--- src/rtl/lifo_stack_pkg.sv ---
package lifo_stack_pkg;

    // decoded command for one cycle
    typedef enum logic [1:0] {
        CMD_IDLE = 2'd0,
        CMD_PUSH = 2'd1,
        CMD_POP  = 2'd2,
        CMD_BAD  = 2'd3
    } stk_cmd_e;

endpackage

--- src/rtl/lifo_stack_ctrl.sv ---
module lifo_stack_ctrl
    import lifo_stack_pkg::*;
#(
    parameter int DEPTH = 11,
    localparam int PW = $clog2(DEPTH + 1),
    localparam int AW = $clog2(DEPTH)
) (
    input  logic          clk,
    input  logic          rst_n,
    input  logic          push_i,
    input  logic          pop_i,
    output logic          wr_en_o,
    output logic          rd_en_o,
    output logic [AW-1:0] addr_o,
    output logic [PW-1:0] sp_o,
    output logic          full_o,
    output logic          empty_o,
    output logic          err_o
);

    localparam logic [PW-1:0] SP_TOP = PW'(DEPTH);

    typedef struct packed {
        logic [PW-1:0] sp;
        logic          full;
        logic          empty;
        logic          err;
    } ctrl_t;

    ctrl_t    st_d, st_q;
    stk_cmd_e cmd;

    always_comb begin
        if (push_i && pop_i) begin
            cmd = CMD_BAD;
        end else if (push_i) begin
            cmd = st_q.full ? CMD_BAD : CMD_PUSH;
        end else if (pop_i) begin
            cmd = st_q.empty ? CMD_BAD : CMD_POP;
        end else begin
            cmd = CMD_IDLE;
        end
    end

    always_comb begin
        st_d     = st_q;
        st_d.err = 1'b0;
        wr_en_o  = 1'b0;
        rd_en_o  = 1'b0;
        addr_o   = AW'(st_q.sp);
        unique case (cmd)
            CMD_PUSH: begin
                st_d.sp    = st_q.sp - 1'b1;
                st_d.full  = (st_q.sp == PW'(1));
                st_d.empty = 1'b0;
                wr_en_o    = 1'b1;
                addr_o     = AW'(st_q.sp - 1'b1);
            end
            CMD_POP: begin
                st_d.sp    = st_q.sp + 1'b1;
                st_d.empty = (st_q.sp == SP_TOP - 1'b1);
                st_d.full  = 1'b0;
                rd_en_o    = 1'b1;
            end
            CMD_BAD: begin
                st_d.err = 1'b1;
            end
            default: ;
        endcase
    end

    always_ff @(posedge clk or negedge rst_n) begin
        if (!rst_n) begin
            st_q.sp    <= SP_TOP;
            st_q.full  <= 1'b0;
            st_q.empty <= 1'b1;
            st_q.err   <= 1'b0;
        end else begin
            st_q <= st_d;
        end
    end

    assign sp_o    = st_q.sp;
    assign full_o  = st_q.full;
    assign empty_o = st_q.empty;
    assign err_o   = st_q.err;

endmodule

--- src/rtl/lifo_stack_store.sv ---
module lifo_stack_store #(
    parameter int DEPTH = 11,
    parameter int WIDTH = 16,
    localparam int AW = $clog2(DEPTH)
) (
    input  logic             clk,
    input  logic             rst_n,
    input  logic             wr_en_i,
    input  logic             rd_en_i,
    input  logic [AW-1:0]    addr_i,
    input  logic [WIDTH-1:0] wdata_i,
    output logic [WIDTH-1:0] rdata_o
);

    logic [WIDTH-1:0] cells [DEPTH];
    logic [WIDTH-1:0] rdata_d, rdata_q;

    for (genvar g = 0; g < DEPTH; g++) begin : g_slot
        logic [WIDTH-1:0] cell_d, cell_q;

        always_comb begin
            cell_d = cell_q;
            if (wr_en_i && (addr_i == AW'(g))) begin
                cell_d = wdata_i;
            end
        end

        always_ff @(posedge clk or negedge rst_n) begin
            if (!rst_n) begin
                cell_q <= '0;
            end else begin
                cell_q <= cell_d;
            end
        end

        assign cells[g] = cell_q;
    end

    always_comb begin
        rdata_d = rdata_q;
        if (rd_en_i) begin
            rdata_d = (32'(addr_i) < DEPTH) ? cells[addr_i] : '0;
        end
    end

    always_ff @(posedge clk or negedge rst_n) begin
        if (!rst_n) begin
            rdata_q <= '0;
        end else begin
            rdata_q <= rdata_d;
        end
    end

    assign rdata_o = rdata_q;

endmodule

--- src/rtl/lifo_stack_dn.sv ---
module lifo_stack_dn #(
    parameter int DEPTH = 11,
    parameter int WIDTH = 16
) (
    input  logic             clk,
    input  logic             rst_n,
    input  logic             push_i,
    input  logic             pop_i,
    input  logic [WIDTH-1:0] din_i,
    output logic [WIDTH-1:0] dout_o,
    output logic             full_o,
    output logic             empty_o,
    output logic             err_o
);

    localparam int PW = $clog2(DEPTH + 1);
    localparam int AW = $clog2(DEPTH);

    logic          wr_en_w;
    logic          rd_en_w;
    logic [AW-1:0] addr_w;
    logic [PW-1:0] sp_w;

    lifo_stack_ctrl #(.DEPTH(DEPTH)) u_ctrl (
        .clk     (clk),
        .rst_n   (rst_n),
        .push_i  (push_i),
        .pop_i   (pop_i),
        .wr_en_o (wr_en_w),
        .rd_en_o (rd_en_w),
        .addr_o  (addr_w),
        .sp_o    (sp_w),
        .full_o  (full_o),
        .empty_o (empty_o),
        .err_o   (err_o)
    );

    lifo_stack_store #(.DEPTH(DEPTH), .WIDTH(WIDTH)) u_store (
        .clk     (clk),
        .rst_n   (rst_n),
        .wr_en_i (wr_en_w),
        .rd_en_i (rd_en_w),
        .addr_i  (addr_w),
        .wdata_i (din_i),
        .rdata_o (dout_o)
    );

endmodule

--- config.mk ---
export PLATFORM = sky130hd
export DESIGN_NAME = lifo_stack_dn
export DESIGN_NICKNAME = d
export VERILOG_FILES = /design/src/rtl/lifo_stack_pkg.sv /design/src/rtl/lifo_stack_ctrl.sv /design/src/rtl/lifo_stack_store.sv /design/src/rtl/lifo_stack_dn.sv
export SDC_FILE = /design/constraint.sdc
export NUM_CORES = 1
export LEC_CHECK = 0
export BUFFER_PORTS_ARGS = -buffer_cell sky130_fd_sc_hd__buf_4
export CORE_ASPECT_RATIO = 0.9
export CORE_UTILIZATION = 50
export CTS_BUF_LIST = sky130_fd_sc_hd__clkbuf_2
export DETAILED_ROUTE_END_ITERATION = 8
export PLACE_DENSITY = 0.73
export SYNTH_ARGS = -nofsm -noshare
export SYNTH_HDL_FRONTEND = slang
export SYNTH_SLANG_ARGS = --single-unit
--- constraint.sdc ---
create_clock -name clk -period 5.55 [get_ports clk]
set_input_delay 1.3875 -clock clk [delete_from_list [all_inputs] [get_ports clk]]
set_output_delay 1.3875 -clock clk [all_outputs]
set_load 0.01 [all_outputs]
==> metrics.yaml, run 1 <==
status: "completed"
slew_viol_final: 0
grt_pass1_vias: 6326
ys_ff_latch: 199
post-route-period-util_pct: 62.88
syn_nets: 846
die-height_um: 132.3
drt_wl_total_mm: 21.78
rows: 47
required_ns: 6.21
path_cells: "inv_1 -> ha_1 -> nand4bb_1 -> nor4bb_1 -> a31oi_2 -> buf_4 -> or3_1 -> mux2_1"
dp_slack_ns: 1.352
maxSlewHeadroom_pct: 28.52
r2r_setup_slack_ns: 2.06
insertion_delay_ns: 0.79
fmax_mhz: 286.6
synth_top_cell_area_share_pct: 51.70
yosys-top-cells-area: "dfrtp_1, mux2_1, nand2_1"
hp-class: "flop to flop"
grtUsageTotal_pct: 23.69
port_buffers: 38
cp.arrival_ns: 4.15
overflow: 0
timing.setup.tns_ns: 0
h-tree-depth: 4
root_buffer: "clkbuf_2"
synth_top_cell_by_area: "dfrtp_1"
critical-path-top-delay-family: "simple AND/OR/NAND/NOR gates"
rsz0062_at_grt: "no"
maxCapViolCount: 0
path_depth: 8
drtAntennaViolNets: 0
drt_first_pass_iters: 5
synthArstFlopShare_pct: 100.0
min_from: "u_ctrl.empty_o"
netlist_area_sq_um: 9439
hold_path_depth: 2
max-vdd-ir-drop_uv: 277.9
critPathLaunch: "u_ctrl.sp_o[0]"
synth_edf_count: 0
yosysUniqueCellTypes: 42
cts_buffer_depth: 2
clk_pin_slew_worst_paths_ns: 0.27
dieArea_sq_um: 19430
synthFlopType: "dfrtp_1"
rr_startpoint: "u_ctrl.sp_o[0]"
whs_endpoint: "u_ctrl.empty_o"
tightest_slew_ns: 1.072
grt_max_degree: 114
final_util_pct: 55.19
p_leak_nw: 4.799
cp_num_buf_inv: 2
cp-end-kind: "flop"
drt-initial-drc-count: 447
worstSetupPathType: "flop to flop"
antenna-diode-count: 0
finClkSkew_ns: 0.04119
powerDensity_nw_per_um2: 551.7
cts_sinks: 199
reg2reg_depth: 8
crit_slowest_cell: "or3_1"
grt_pass1_wl_mm: 35.17
cts_tree: "built"
routabilityCongestion: 0.8003
core_area_sq_um: 18470
viasPerCell: 5.953
hold_viol: 0
critPathLaunchType: "flop"
timing.final.ws_setup_ns: 2.060
start_util_pct: 51.12
drive_gt1_share_pct: 15.13
post_cts.repair.setup_buffers: 0
antenna_found_initial: 0
ioPinCount: 39
remaining_drc_errors: 0
avgSynthCellArea_sq_um: 11.51
place_hpwl_mm: 13.53
yosysSeqAreaShare_pct: 52.81
setup_viol: 0
yosysWarnings: 0
cpPeakStageDelay_ns: 0.88
num_vias: 6417
wl_per_cell_um: 20.20
numCtsBuffers: 17
r2r-end: "u_store.g_slot[7].cell_q[3]"
cts_hold_buffers: 0
cp_max_fo: 19
cts_resized: 0
period_minus_slack_ns: 3.490
area_growth_pct: 7.966
nets: 846
syn_inst: 820
die_w_um: 146.8
[cell usage in the layout (no fill, tap or decap), types with 2 or more instances in the layout]
master / Yosys / layout
a21oi_1: 23 / 22
a21oi_2: 1 / 2
a31oi_1: 31 / 30
and3_1: 31 / 31
buf_12: 0 / 2
buf_4: 1 / 53
bufinv_16: 0 / 2
clkbuf_2: 0 / 18
clkinv_4: 0 / 2
clkinvlp_4: 0 / 2
dfrtp_1: 195 / 195
dfstp_2: 4 / 4
ha_1: 6 / 6
inv_1: 20 / 20
inv_6: 0 / 5
inv_8: 0 / 2
mux2_1: 156 / 156
mux2_4: 20 / 20
mux2i_1: 18 / 17
mux4_2: 2 / 2
nand2_1: 129 / 129
nand2b_1: 3 / 3
nand3_1: 17 / 17
nor2_1: 6 / 6
o21ai_0: 4 / 4
o21ai_1: 18 / 18
o22ai_1: 16 / 16
o32ai_1: 15 / 15
or3_1: 8 / 8
xnor2_1: 6 / 3
xnor2_2: 0 / 3
[stage by stage]
stage	power, W	instances	hold WS, ns	instance area [sq um]
after floorplan	0.004118	820	0.4524	9439
after global placement	0.004819	1046	0.4654	9937
after detailed placement	0.004901	1046	0.4700	9937
after CTS	0.005630	1078	0.5182	10190
after global routing	0.005996	1078	0.5405	10190
final	0.005622	1078	0.5259	10190
[worst min-delay path: stages (launching register included)]
cell and delay, ns:
dfstp_2 0.44, nand2_1 0.06, o41ai_1 0.07
[logic make-up after synthesis]
group	share of synthesized area [%]
simple gates	9.796
flops	52.81
mux	24.30
compound gates	7.251
buf+inv	4.308
xor+xnor	0.7423
fa+ha+maj	0.7953
[metal layers]
| layer | global-route usage [%] | part of all wire (%) | wire, um | vias to the layer above |
|---|---|---|---|---|
| li1 | - | - | - | 2869 |
| met1 | 33.49 | 46 | 9928 | 3318 |
| met2 | 36.70 | 47 | 10250 | 195 |
| met3 | 3.426 | 4.8 | 1050 | 35 |
| met4 | 9.896 | 2.5 | 550 | 0 |
| met5 | 0 | 0 | 0 | - |
[cell usage after synthesis, types with 2 or more instances]
cell and count:
a21oi_1 23, a31oi_1 31, and3_1 31, buf_2 19, buf_6 2, clkbuf_1 52
dfrtp_1 195, dfstp_2 4, ha_1 6, inv_1 20, mux2_1 156, mux2_4 20
mux2i_1 18, mux4_2 2, nand2_1 129, nand2b_1 3, nand3_1 17, nor2_1 6
o21ai_0 4, o21ai_1 18, o22ai_1 16, o32ai_1 15, or3_1 8, xnor2_1 6
xor2_1 2
[power breakdown]
part | total, W | internal [W] | switching (W) | leakage (nW)
Sequential | 0.00246 | 0.00209 | 0.000371 | 2.55
Combinational | 0.00242 | 0.00108 | 0.00134 | 2.10
Clock | 0.000746 | 0.000224 | 0.000522 | 0.150
Total | 0.00562 | 0.00339 | 0.00224 | 4.80
[worst max-delay path by stage]
stage                             endpoint  slack, ns
6_report       u_store.g_slot[7].cell_q[3]       2.06
5_1_grt        u_store.g_slot[6].cell_q[3]       1.92
4_1_cts        u_store.g_slot[6].cell_q[3]       2.08
3_5_place_dp   u_store.g_slot[2].cell_q[7]       1.35
3_3_place_gp   u_store.g_slot[0].cell_q[5]       1.40
2_1_floorplan          u_store.rdata_o[10]       2.01
[sequential cells by signal, summed over array words and instances (netlist names)]
signal	count
u_store.g_slot.cell_q	176
u_store.rdata_o	16
u_ctrl.empty_o	1
u_ctrl.full_o	1
u_ctrl.err_o	1
u_ctrl.sp_o	4
[area by class of cell]
cell class / instances / area [sq um]
Clock buffer: 18 / 90.09
Inverter: 22 / 82.58
Fill cell: 1617 / 8274
Clock inverter: 14 / 163.9
Timing Repair Buffer: 56 / 451.7
Tap cell: 245 / 306.5
Multi-Input combinational cell: 524 / 4111
Sequential cell: 199 / 4985
No activity file was read; power rests on OpenSTA's default activity.
==> inputs of run 2 (changes only) <==
==> constraint.sdc (replaced) <==
create_clock -name clk -period 3.5 [get_ports clk]
set_input_delay 0.875 -clock clk [delete_from_list [all_inputs] [get_ports clk]]
set_output_delay 0.875 -clock clk [all_outputs]
set_load 0.01 [all_outputs]
==> metrics.yaml, run 2 (same netlist as run 1, synthesis figures left out) <==
die-height_um: 132.3  # unchanged
cp_num_buf_inv: 2  # unchanged
drtAntennaViolNets: 0  # unchanged
cts_tree: "built"
cpPeakStageDelay_ns: 0.53  # -0.35 ns
powerDensity_nw_per_um2: 854.2  # +55%
post_cts.repair.setup_buffers: 0  # unchanged
path_cells: "inv_1 -> ha_1 -> nand4bb_1 -> nor4bb_1 -> a31oi_2 -> or3_1 -> buf_4 -> mux2_1"
die_w_um: 146.8  # unchanged
nets: 872  # +3.1%
insertion_delay_ns: 0.80  # about the same
clk_pin_slew_worst_paths_ns: 0.33  # +0.06 ns
min_from: "din_i[13]"
start_util_pct: 51.12  # unchanged
num_vias: 6403  # -0.22%
cp_max_fo: 12  # -7
p_leak_nw: 4.962  # +3.4%
finClkSkew_ns: 0.05198  # +0.01079 ns
grtUsageTotal_pct: 24.38  # +0.69 points
status: "completed"
period_minus_slack_ns: 2.982  # -0.5080 ns
crit_slowest_cell: "dfstp_2"
path_depth: 8  # unchanged
fmax_mhz: 335.4  # +17%
nFillCells: 1559  # -3.6%
required_ns: 4.18  # -2.03 ns
layout_commonest_cell: "dfrtp_1"
viasPerCell: 5.784  # -2.8%
rr_startpoint: "u_ctrl.sp_o[0]"
rsz0062_at_grt: "no"
cts_resized: 0  # unchanged
core_area_sq_um: 18470  # unchanged
drt_first_pass_iters: 5  # unchanged
grt_pass1_vias: 6397  # +1.1%
critPathLaunchType: "flop"
maxCapViolCount: 0  # unchanged
worstSetupPathType: "flop to flop"
hold_viol: 0  # unchanged
tightest_slew_ns: 0.8494  # -0.2229 ns
cp-end-kind: "flop"
grt_max_degree: 67  # -41%
cp.arrival_ns: 3.66  # -0.49 ns
hold_path_depth: 2  # unchanged
max-vdd-ir-drop_uv: 423.9  # +53%
dieArea_sq_um: 19430  # unchanged
r2r-end: "u_store.g_slot[5].cell_q[1]"
timing.setup.tns_ns: 0  # unchanged
area_growth_pct: 11.60
drt_wl_total_mm: 22.36  # +2.7%
h-tree-depth: 4  # unchanged
largest_reg_flops: 176  # unchanged
mostFrequentLayoutCells: "dfrtp_1, mux2_1, nand2_1, buf_4, and3_1"
remaining_drc_errors: 0  # unchanged
cts_buffer_depth: 2  # unchanged
overflow: 0  # unchanged
grt_pass1_wl_mm: 36.00  # +2.4%
slew_viol_final: 0  # unchanged
root_buffer: "clkbuf_2"
r2r_setup_slack_ns: 0.52  # -1.54 ns
hp-class: "primary input to flop"
whs_endpoint: "u_store.g_slot[5].cell_q[13]"
fin_hold_ws_ns: 0.3574  # -0.1684 ns
largest_register: "u_store.g_slot.cell_q"
rows: 47  # unchanged
port_buffers: 38  # unchanged
setup_viol: 0  # unchanged
wl_per_cell_um: 20.20  # about the same
numCtsBuffers: 17  # unchanged
place_hpwl_mm: 14.48  # +7.0%
critical-path-top-delay-family: "simple AND/OR/NAND/NOR gates"
maxSlewHeadroom_pct: 43.10  # +15 points
cts_hold_buffers: 1  # +1
ioPinCount: 39  # unchanged
drt-initial-drc-count: 513  # +15%
post-route-period-util_pct: 85.19  # +22 points
routabilityCongestion: 0.8012  # +0.11%
cts_sinks: 199  # unchanged
drive_gt1_share_pct: 17.46  # +2.3 points
reg2reg_depth: 8  # unchanged
antenna_found_initial: 3  # +3
[run 2: layout make-up]
class                           count  area, sq um  area share [%]
Clock inverter                     15        143.9           1.366
Inverter                           22        82.58          0.7839
Antenna cell                        3        7.507         0.07127
Tap cell                          245        306.5           2.910
Timing Repair Buffer               82        812.0           7.709
Clock buffer                       17        85.08          0.8077
Sequential cell                   199         4985           47.32
Multi-Input combinational cell    524         4111           39.03
[run 2: worst register-to-register path: stages, from the launching register on]
cell and delay, ns:
dfstp_2 0.53, inv_1 0.18, ha_1 0.32, nand4bb_1 0.30, nor4bb_1 0.42, a31oi_2 0.16
or3_1 0.48, buf_4 0.20, mux2_1 0.32
[run 2: layer usage]
metal	vias up	track usage [%]	part of all wire (%)
met5	-	0	0
met4	0	7.118	1.5
met3	31	4.187	4.7
met2	160	37.99	47
met1	3290	35.01	47
li1	2922	-	-
[run 2: worst max path at each step]
stage              startpoint                          end  slack (ns)
6_report       u_ctrl.sp_o[0]  u_store.g_slot[5].cell_q[1]        0.52
5_1_grt        u_ctrl.sp_o[0]  u_store.g_slot[5].cell_q[1]        0.35
4_1_cts        u_ctrl.sp_o[0]  u_store.g_slot[5].cell_q[1]        0.52
3_5_place_dp           push_i          u_store.rdata_o[10]        0.27
3_3_place_gp           push_i          u_store.rdata_o[11]        0.25
2_1_floorplan           pop_i          u_store.rdata_o[10]        0.47
[run 2: where the power goes]
part	internal, W	switching, W
clock	0.000275	0.000831
combinational	0.00188	0.00210
sequential	0.00331	0.000605
[run 2: stage by stage]
step,instances,utilization (%),cell area [sq um],power (W),setup slack [ns]
2_1_floorplan,820,-,9439,0.006530,0.4699
3_5_place_dp,1071,55.71,10290,0.007936,0.2691
4_1_cts,1104,57.01,10530,0.009023,0.5151
6_report,1107,57.05,10530,0.008998,0.5182
5_1_grt,1107,57.05,10530,0.009629,0.3479
3_3_place_gp,1071,55.71,10290,0.007812,0.2469
==> inputs of run 3 (changes only) <==
--- a/config.mk
+++ b/config.mk
@@ -13,4 +13,5 @@
 export PLACE_DENSITY = 0.73
 export SYNTH_ARGS = -nofsm -noshare
 export SYNTH_HDL_FRONTEND = slang
+export SYNTH_HIERARCHICAL = 1
 export SYNTH_SLANG_ARGS = --single-unit
==> metrics.yaml, run 3 <==
yosys.cell_count.top_type: "dfrtp_1"
grt_max_degree: 79  # +18%
largest_register: "u_store/g_slot.cell_q"
synth_xor_area_share_pct: 0.5663  # -0.18 points
cp-end-kind: "flop"
syn_nets: 666  # -21%
pwr-share-clk_pct: 14.8  # +2.5 points
yosys-top-cells-area: "dfrtp_1, mux2_2, mux4_2"
routabilityCongestion: 0.7664  # -4.3%
reg2reg_depth: 9  # +1
slew_viol_final: 0  # unchanged
worstSetupPathType: "flop to flop"
post-route-period-util_pct: 79.68  # -5.5 points
post_cts.repair.setup_buffers: 0  # unchanged
finClkSkew_ns: 0.04128  # -0.01070 ns
syn_inst: 639  # -22%
synth_top_cell_by_area: "dfrtp_1"
yosysWarnings: 6  # +6
die-height_um: 131.2  # -0.84%
core_area_sq_um: 17900  # -3.1%
wl_per_cell_um: 21.06  # +4.3%
hp-class: "primary input to asynchronous set/reset pin"
layout.cells.non_filler: 927  # -16%
timing.setup.tns_ns: 0  # unchanged
clk_pin_slew_worst_paths_ns: 0.25  # -0.08 ns
grtUsageTotal_pct: 22.17  # -2.2 points
synth_fa_ha_area_share_pct: 0.9439  # +0.15 points
place_hpwl_mm: 12.92  # -11%
cts_hold_buffers: 0  # -1
tightest_slew_ns: 0.6525  # -0.1969 ns
largest_reg_flops: 176  # unchanged
cts_resized: 0  # unchanged
critPathLaunchType: "flop"
synthSimpleGateAreaFrac_pct: 4.463  # -5.3 points
status: "completed"
max-vdd-ir-drop_uv: 486.3  # +15%
drive_gt1_share_pct: 49.05  # +32 points
powerDensity_nw_per_um2: 854.4  # about the same
switching_share_pct: 32.48  # -6.8 points
drtAntennaViolNets: 0  # unchanged
nets: 701  # -20%
seq_power_share_pct: 44.1  # +0.6 points
yosysUniqueCellTypes: 42  # unchanged
r2r-end: "u_store/g_slot[4].cell_q[7]"
root_buffer: "clkbuf_2"
maxCapViolCount: 0  # unchanged
h-tree-depth: 4  # unchanged
viasPerCell: 5.663  # -2.1%
synth_top_family_by_area: "multiplexers"
overflow: 0  # unchanged
synth_compound_area_share_pct: 4.504  # -2.7 points
cts_buffer_depth: 2  # unchanged
synthArstFlopShare_pct: 100.0  # unchanged
cp.arrival_ns: 3.44  # -0.22 ns
antenna_found_initial: 0  # -3
p_int_w: 0.005897  # +8.0%
cp_max_fo: 10  # -2
port_buffers: 38  # unchanged
synth_common_cells: "dfrtp_1, mux2_2, mux4_2"
hold_viol: 0  # unchanged
drt-initial-drc-count: 267  # -48%
dp_cells: 895  # -16%
r2r_setup_slack_ns: 0.71  # +0.19 ns
required_ns: 4.16  # -0.02 ns
antenna-diode-count: 0  # -3
synth.area.mux_share_pct: 31.58  # +7.3 points
remaining_drc_errors: 0  # unchanged
drt_wl_total_mm: 19.53  # -13%
power_frac_comb_pct: 41.1  # -3.1 points
final_util_pct: 57.11  # +0.062 points
synth_edf_count: 0  # unchanged
dieArea_sq_um: 19110  # -1.7%
layout_commonest_cell: "dfrtp_1"
netlist_area_sq_um: 9279  # -1.7%
insertion_delay_ns: 0.76  # -0.04 ns
drt_first_pass_iters: 4  # -1
start_util_pct: 51.84  # +0.72 points
avgSynthCellArea_sq_um: 14.52  # +26%
power.net_switching_w: 0.002836  # -20%
rr_startpoint: "u_ctrl/empty_o"
area_growth_pct: 10.17
setup_viol: 0  # unchanged
grt_pass1_vias: 5851  # -8.5%
cts_sinks: 199  # unchanged
total_power_w: 0.008734  # -2.9%
ioPinCount: 39  # unchanged
maxSlewHeadroom_pct: 56.50  # +13 points
rows: 46  # -2.1%
rsz0062_at_grt: "no"
period_minus_slack_ns: 2.789  # -0.1930 ns
fmax_mhz: 358.6  # +6.9%
synthFlopType: "dfrtp_1"
p_leak_nw: 4.718  # -4.9%
ys_ff_latch: 199  # unchanged
die_w_um: 145.6  # -0.84%
mostFrequentLayoutCells: "dfrtp_1, mux2_2, buf_4, mux4_2, inv_1"
synth_top_cell_area_share_pct: 52.59  # +0.89 points
num_vias: 5250  # -18%
grt_pass1_wl_mm: 32.57  # -9.5%
yosysSeqAreaShare_pct: 53.72  # +0.91 points
cts_tree: "built"
numCtsBuffers: 17  # unchanged
## run 3: changes by cell type after synthesis, sizes merged, moves of 16 or more
cell	delta
nor2b	+17
nand3	-16
nor2	+18
o21ai	-19
o31ai	+16
clkbuf	-26
a31oi	-31
o221a	+16
nand2	-119
o22ai	-16
and3	-31
mux4	+30
## run 3: logic make-up after synthesis
family                     after synthesis
AOI/OAI and AO/OA                       54
muxes                                  227
DFF                                    199
buffers and inverters                   77
adders and majority gates                7
and+or+nand+nor                         69
xor gates and xnor gates                 6
## run 3: per-layer routing
layer / part of all wire [%] / vias up / global-route usage, %
li1: - / 2367 / -
met1: 48 / 2781 / 31.14
met2: 47 / 89 / 34.96
met3: 3.8 / 13 / 5.486
met4: 1.0 / 0 / 4.795
met5: 0 / - / 0
## run 3: power groups by stage
stage | logic [W] | clock network, W | registers (W)
final | 0.00359 | 0.00129 | 0.00385
after global routing | 0.00388 | 0.00143 | 0.00399
after CTS | 0.00363 | 0.00133 | 0.00386
after detailed placement | 0.00361 | 0 | 0.00392
after global placement | 0.00352 | 0 | 0.00384
after floorplan | 0.00278 | 0 | 0.00374
## run 3: stage by stage
step | setup slack (ns) | cell area, sq um | hold slack [ns]
finish | 0.7113 | 10220 | 0.1261
floorplan | 0.4307 | 9279 | 0.4635
detailed placement | 0.2086 | 9931 | 0.4796
global placement | 0.3129 | 9931 | 0.4726
global route | 0.5299 | 10220 | 0.06140
CTS | 0.7157 | 10220 | 0.08189
## run 3: how the worst max path moves through the flow
stage	start	end	slack (ns)	depth (start not counted)
after floorplan	pop_i	u_store/rdata_o[0]	0.43	7
after global placement	pop_i	u_store/g_slot[4].cell_q[14]	0.31	10
after detailed placement	pop_i	u_store/g_slot[4].cell_q[9]	0.21	10
after CTS	u_ctrl/empty_o	u_store/g_slot[8].cell_q[15]	0.72	9
after global routing	u_ctrl/empty_o	u_store/g_slot[8].cell_q[15]	0.53	9
final	u_ctrl/empty_o	u_store/g_slot[4].cell_q[7]	0.71	9
## run 3: layout make-up
cell class | instances | area, sq um
Sequential cell | 199 | 4985
Fill cell | 1410 | 7677
Timing Repair Buffer | 72 | 634.4
Inverter | 21 | 78.83
Clock buffer | 18 | 90.09
Multi-Input combinational cell | 363 | 3933
Tap cell | 240 | 300.3
Clock inverter | 14 | 201.4
## run 3: worst max-delay path, cell delays in order, from the launching register on
cell and delay (ns):
dfstp_2 0.62, a21oi_1 0.09, inv_1 0.10, ha_1 0.27
nand2_1 0.10, xnor2_1 0.48, nand3b_4 0.16, or3_1 0.36
buf_4 0.23, mux2_4 0.31
